## src/rtl/pin_deglitch_pkg.sv

```systemverilog
package pin_deglitch_pkg;

    localparam int CODE_W  = 3;
    localparam int RATIO_W = 8;

    localparam logic [CODE_W-1:0] CODE_HALT = 3'b111;

    // Sampling ratio for each divider code; the halt code yields zero.
    function automatic logic [RATIO_W-1:0] ratio_of(input logic [CODE_W-1:0] code);
        logic [RATIO_W-1:0] r;
        case (code)
            3'd0:    r = 8'd1;
            3'd1:    r = 8'd2;
            3'd2:    r = 8'd4;
            3'd3:    r = 8'd16;
            3'd4:    r = 8'd32;
            3'd5:    r = 8'd64;
            3'd6:    r = 8'd128;
            default: r = 8'd0;
        endcase
        return r;
    endfunction

    typedef struct packed {
        logic [RATIO_W-1:0] cnt;
        logic [CODE_W-1:0]  code;
        logic               strobe;
    } strobe_state_t;

endpackage

```

## src/rtl/deglitch_strobe_gen.sv

```systemverilog
module deglitch_strobe_gen
    import pin_deglitch_pkg::*;
(
    input  logic              clk,
    input  logic              rst_n,
    input  logic              tick_i,
    input  logic [CODE_W-1:0] code_i,
    output logic              strobe_o
);

    strobe_state_t st_d, st_q;
    logic [RATIO_W-1:0] ratio;

    always_comb begin
        ratio     = ratio_of(code_i);
        st_d      = st_q;
        st_d.code = code_i;
        st_d.strobe = 1'b0;
        if (code_i != st_q.code) begin
            st_d.cnt = '0;
        end else if (code_i != CODE_HALT && tick_i) begin
            if (st_q.cnt == ratio - 1'b1) begin
                st_d.cnt    = '0;
                st_d.strobe = 1'b1;
            end else begin
                st_d.cnt = st_q.cnt + 1'b1;
            end
        end
    end

    always_ff @(posedge clk or negedge rst_n) begin
        if (!rst_n) st_q <= '0;
        else        st_q <= st_d;
    end

    assign strobe_o = st_q.strobe;

    AST_HALT_NO_STROBE: assert property (@(posedge clk) disable iff (!rst_n)
        (code_i == CODE_HALT) |=> !strobe_o);
    AST_STROBE_NEEDS_TICK: assert property (@(posedge clk) disable iff (!rst_n)
        !tick_i |=> !strobe_o);
    AST_CODE_CHANGE_RESTART: assert property (@(posedge clk) disable iff (!rst_n)
        (code_i != st_q.code) |=> (st_q.cnt == '0 && !strobe_o));
    AST_CNT_BELOW_RATIO: assert property (@(posedge clk) disable iff (!rst_n)
        (st_q.code != CODE_HALT) |-> (st_q.cnt < ratio_of(st_q.code)));

endmodule

```

## src/rtl/deglitch_channel.sv

```systemverilog
module deglitch_channel #(
    parameter int STABLE_N = 3
) (
    input  logic clk,
    input  logic rst_n,
    input  logic pin_i,
    input  logic strobe_i,
    input  logic en_i,
    output logic out_o
);

    localparam int RUN_W = $clog2(STABLE_N);

    typedef struct packed {
        logic             s1;
        logic             s2;
        logic             held;
        logic [RUN_W-1:0] run;
    } chan_state_t;

    chan_state_t ch_d, ch_q;

    always_comb begin
        ch_d    = ch_q;
        ch_d.s1 = pin_i;
        ch_d.s2 = ch_q.s1;
        if (strobe_i) begin
            if (ch_q.s2 != ch_q.held) begin
                if (ch_q.run == RUN_W'(STABLE_N - 1)) begin
                    ch_d.held = ch_q.s2;
                    ch_d.run  = '0;
                end else begin
                    ch_d.run = ch_q.run + 1'b1;
                end
            end else begin
                ch_d.run = '0;
            end
        end
    end

    always_ff @(posedge clk or negedge rst_n) begin
        if (!rst_n) ch_q <= '0;
        else        ch_q <= ch_d;
    end

    assign out_o = en_i ? ch_q.held : ch_q.s2;

    AST_HOLD_NO_STROBE: assert property (@(posedge clk) disable iff (!rst_n)
        !strobe_i |=> $stable(ch_q.held));
    AST_RUN_BOUND: assert property (@(posedge clk) disable iff (!rst_n)
        ch_q.run < RUN_W'(STABLE_N));
    AST_MATCH_CLEARS_RUN: assert property (@(posedge clk) disable iff (!rst_n)
        (strobe_i && ch_q.s2 == ch_q.held) |=> (ch_q.run == '0));

endmodule

```

## src/rtl/pin_deglitch.sv

```systemverilog
module pin_deglitch
    import pin_deglitch_pkg::*;
#(
    parameter int N_CH     = 4,
    parameter int STABLE_N = 3
) (
    input  logic            clk,
    input  logic            rst_n,
    input  logic            cy_tick,
    input  logic            cfg_we,
    input  logic [7:0]      cfg_wdata,
    output logic [7:0]      cfg_rdata,
    input  logic [N_CH-1:0] pin_raw,
    output logic [N_CH-1:0] pin_clean
);

    localparam int EN_LSB = CODE_W;
    localparam int USED_W = EN_LSB + N_CH;

    logic [USED_W-1:0] cfg_d, cfg_q;
    logic              strobe;

    always_comb begin
        cfg_d = cfg_q;
        if (cfg_we) cfg_d = cfg_wdata[USED_W-1:0];
    end

    always_ff @(posedge clk or negedge rst_n) begin
        if (!rst_n) cfg_q <= '0;
        else        cfg_q <= cfg_d;
    end

    assign cfg_rdata = 8'(cfg_q);

    deglitch_strobe_gen u_strobe (
        .clk      (clk),
        .rst_n    (rst_n),
        .tick_i   (cy_tick),
        .code_i   (cfg_q[CODE_W-1:0]),
        .strobe_o (strobe)
    );

    for (genvar k = 0; k < N_CH; k++) begin : g_ch
        deglitch_channel #(.STABLE_N(STABLE_N)) u_ch (
            .clk      (clk),
            .rst_n    (rst_n),
            .pin_i    (pin_raw[k]),
            .strobe_i (strobe),
            .en_i     (cfg_q[EN_LSB+k]),
            .out_o    (pin_clean[k])
        );
    end

    AST_RD_TOP_ZERO: assert property (@(posedge clk) disable iff (!rst_n)
        cfg_rdata[7] == 1'b0);
    AST_WRITE_LANDS: assert property (@(posedge clk) disable iff (!rst_n)
        cfg_we |=> (cfg_rdata[6:0] == $past(cfg_wdata[6:0])));

endmodule

```

## config.mk

```make
export PLATFORM = sky130hd
export DESIGN_NAME = pin_deglitch
export DESIGN_NICKNAME = d
export VERILOG_FILES = /design/src/rtl/pin_deglitch_pkg.sv /design/src/rtl/deglitch_strobe_gen.sv /design/src/rtl/deglitch_channel.sv /design/src/rtl/pin_deglitch.sv
export SDC_FILE = /design/constraint.sdc
export NUM_CORES = 1
export LEC_CHECK = 0
export ABC_AREA = 1
export BUFFER_PORTS_ARGS = -buffer_cell sky130_fd_sc_hd__clkbuf_2
export CAP_MARGIN = 20
export CORE_MARGIN = 1
export CORE_UTILIZATION = 34
export CTS_BUF_LIST = sky130_fd_sc_hd__clkbuf_4
export DETAILED_ROUTE_END_ITERATION = 12
export GPL_ROUTABILITY_DRIVEN = 1
export GPL_TIMING_DRIVEN = 0
export PLACE_DENSITY = 0.59
export SLEW_MARGIN = 0
export SYNTH_ARGS = -nofsm -noshare
export SYNTH_HDL_FRONTEND = slang
export SYNTH_SLANG_ARGS = --single-unit
```

## constraint.sdc

```tcl
create_clock -name clk -period 2.7 [get_ports clk]
set_input_delay 0.135 -clock clk [delete_from_list [all_inputs] [get_ports clk]]
set_output_delay 0.135 -clock clk [all_outputs]
set_load 0.05 [all_outputs]
```

==> flow_summary_export.csv <==
group,metric,value,unit
critical_path,cp.arrival,2450,ps
finish,antennaDiodeCount,0,
critical_path,cp-end-kind,"flop",
critical_path,r2r_cells,13,
clocking,insertion_delay,320,ps
sta,period_share,0.827,
detailed_routing,routed_wl,3.72,mm
pwr,p_comb_frac,0.223,
detailed_routing,wl_per_cell,10.9,µm
die,fp.dieW,79.8,µm
detailed_routing,first_pass_iters,5,
pwr,sw_frac_of_total,0.310,
synth,synth_xor_area_frac,0.0511,
finish,syn2layout_area_growth,16.4,%
detailed_routing,drc,0,
place,port_buffers,25,
synth,syn_nets,252,
sta,hold_ws,16.2,ps
critical_path,critPathKind,"reg -> reg",
run_status,status,"completed",
critical_path,path_max_fanout,9,
die,core_area,0.00568,mm²
critical_path,r2r-start,"cfg_q[1]",
die,dieArea,0.00636,mm²
sta,skew,4.94,ps
detailed_routing,drt-initial-drc-count,92,
clocking,root_buffer,"clkbuf_4",
sta,setup_tns,0,ps
job,cap_violations,0,
synth,synth_compound_area_frac,0.0389,
pwr,power.density,478,mW/mm²
synth,synth_edf_count,0,
global_routing,grt_max_degree,40,
critical_path,rrSetupSlack,470,ps
synth,synthMuxAreaShare,0.0341,
synth,synth_ff_type,"dfrtp_1",
synth,synthCells,233,
sta,rsz0062_at_grt,"false",
clocking,htree_levels,2,
die,initial_core_util,0.362,
clocking,max-clock-path-buffers,2,
synth,synth-seq-cells,39,
synth,ys_warn_count,0,
clocking,path_clk_slew,110,ps
clocking,cts_tree,"built",
clocking,cts_buffers,5,
synth,synth_top_area_cell,"dfrtp_1",
die,io_pins,28,
pwr,p_int,0.790,mW
sta,drv_slew,0,
die,fp.dieH,79.8,µm
synth,synth.area.top_cells,"dfrtp_1 (47%), nand2_1 (11%), nand3_1 (5.8%), inv_1 (5.3%), buf_4 (4.4%)",
finish,drive_above_1_share,0.226,
detailed_routing,route.antenna.remaining_nets,0,
finish,nets,290,
detailed_routing,num_vias,1509,
critical_path,worstSetupStartpointType,"flop",
place,dp_hpwl,2.66,mm
global_routing,grt_pass1_wl,6.38,mm
worst_hold_path,whs_path_depth,3,
finish,layout_common_cells,"nand2_1 (59), dfrtp_1 (39), inv_1 (29)",
clocking,postCtsSetupBuffers,0,
pwr,p_switching,0.355,mW
die,std_cell_rows,27,
synth,yosys.area_share.simple,0.263,
sta,setup_viol_count_final,0,
worst_hold_path,hp-start,"cfg_wdata[6]",
pwr,leakage,1.28,nW
pwr,ir_worst_vdd,0.230,mV
finish,final_common_cell,"nand2_1",
pwr,pwr-share-clk,0.231,
synth,synth_adder_area_share,0.0182,
global_routing,grt_remaining_overflow,0,
global_routing,antenna_found_initial,0,
synth,synthArstFlopShare,1.00,
synth,ys_types,29,
worst_hold_path,worst_hold_path.endpoint,"cfg_q[6]",
detailed_routing,vias_per_cell,4.41,
pwr,power_frac_seq,0.546,
clocking,cts.sinks,39,
sta,fin_crit,2230,ps
synth,synth_top_family_by_area,"simple AND/OR/NAND/NOR gates",
critical_path,reg2reg_to,"u_strobe.st_q[11]",
sta,fmax,448,MHz
worst_hold_path,hp-class,"in -> reg",
synth,synth_top_area_frac,0.474,
global_routing,grt_pass1_vias,1401,
global_routing,track_usage,0.131,
place,gp_congestion,0.829,
synth,synthesis.area,0.00206,mm²
critical_path,required,2920,ps
sta,hold_viol_final,0,
synth,syn_area_per_cell,8.83,µm²
synth,ys_seq_area_frac,0.474,
-- worst max-delay path, stage by stage (launching register included) --
cell,delay (ps)
dfrtp_1,420
buf_6,150
inv_1,150
nand3_1,100
ha_1,230
ha_1,300
nand2_1,70
inv_1,40
nor2_1,80
nand3_1,120
nor2_4,110
nand4_4,180
nand3_1,120
nand2_1,60
-- worst max-delay path by stage --
stage	start	to	slack (ps)	cells after the start
floorplan	cfg_q[2]	u_strobe.st_q[10]	710	13
global placement	cfg_q[2]	u_strobe.st_q[11]	470	13
detailed placement	cfg_q[1]	u_strobe.st_q[11]	470	13
CTS	cfg_q[1]	u_strobe.st_q[11]	440	13
global route	cfg_q[2]	u_strobe.st_q[11]	270	13
finish	cfg_q[1]	u_strobe.st_q[11]	470	13
-- power by group through the flow --
stage          clock, mW  sequential (mW)  combinational [mW]
4_1_cts            0.281            0.625               0.252
6_report           0.264            0.625               0.255
5_1_grt            0.306            0.629               0.280
2_1_floorplan          0            0.632               0.191
3_3_place_gp           0            0.636               0.246
3_5_place_dp           0            0.637               0.246
-- metal layers --
layer / part of all wire / GRT usage
met5: 0 / 0
met4: 0.0091 / 0.0429
met3: 0.040 / 0.0320
met2: 0.43 / 0.197
met1: 0.52 / 0.182
-- final cells by class --
cell class	instances	area [µm²]
fillers	576	3280
flip-flops and latches	39	976
multi-input cells	146	838
repair buffers	31	203
plain buffers	17	126
inverters	31	116
well taps	72	90.1
clock buffers	5	37.5
clock inverters	1	7.51
-- flip-flops by register name, indices dropped and copies added, names as in the netlist --
| name | count |
|---|---|
| u_strobe.strobe_o | 1 |
| g_ch.u_ch.ch_q | 16 |
| u_strobe.st_q | 11 |
| cfg_q | 7 |
| g_ch.u_ch.ch_d | 4 |
-- logic make-up (layout without fill, tap and decap cells) --
| logic type | Yosys count | in the layout |
|---|---|---|
| other | 1 | 1 |
| adder cells (fa/ha/maj) | 3 | 3 |
| XOR/XNOR | 12 | 12 |
| buffers and inverters | 48 | 85 |
| multiplexers | 7 | 7 |
| flip-flops | 39 | 39 |
| AO/OA/AOI/OAI | 13 | 13 |
| AND/OR/NAND/NOR | 110 | 110 |
-- per-stage QoR --
step                utilization  worst slack (ps)  instances  total power [mW]  cell area (µm²)
floorplan                     -               714        233             0.822             2060
global placement          0.400               471        330             0.881             2270
detailed placement        0.400               471        330             0.882             2270
CTS                       0.417               442        341              1.16             2370
global route              0.422               267        342              1.22             2390
finish                    0.422               466        342              1.14             2390
-- cells in the mapped netlist, drive strengths merged, types with 3 or more instances --
cell type and number:
nor2 12, buf 13, ha 3, dfrtp 39, nand2 62, clkbuf 4, inv 31, xor2 10
nand3 25, mux2i 7, o21ai 9, nand4 7, o22ai 3
-- what timing repair did --
| action | 4_1_cts | 5_1_grt |
|---|---|---|
| hold buffers | 5 | 0 |
| resized for setup | 0 | 0 |
| endpoints found under the hold margin | 43 | 0 |
(Power assumes the default switching activity.)
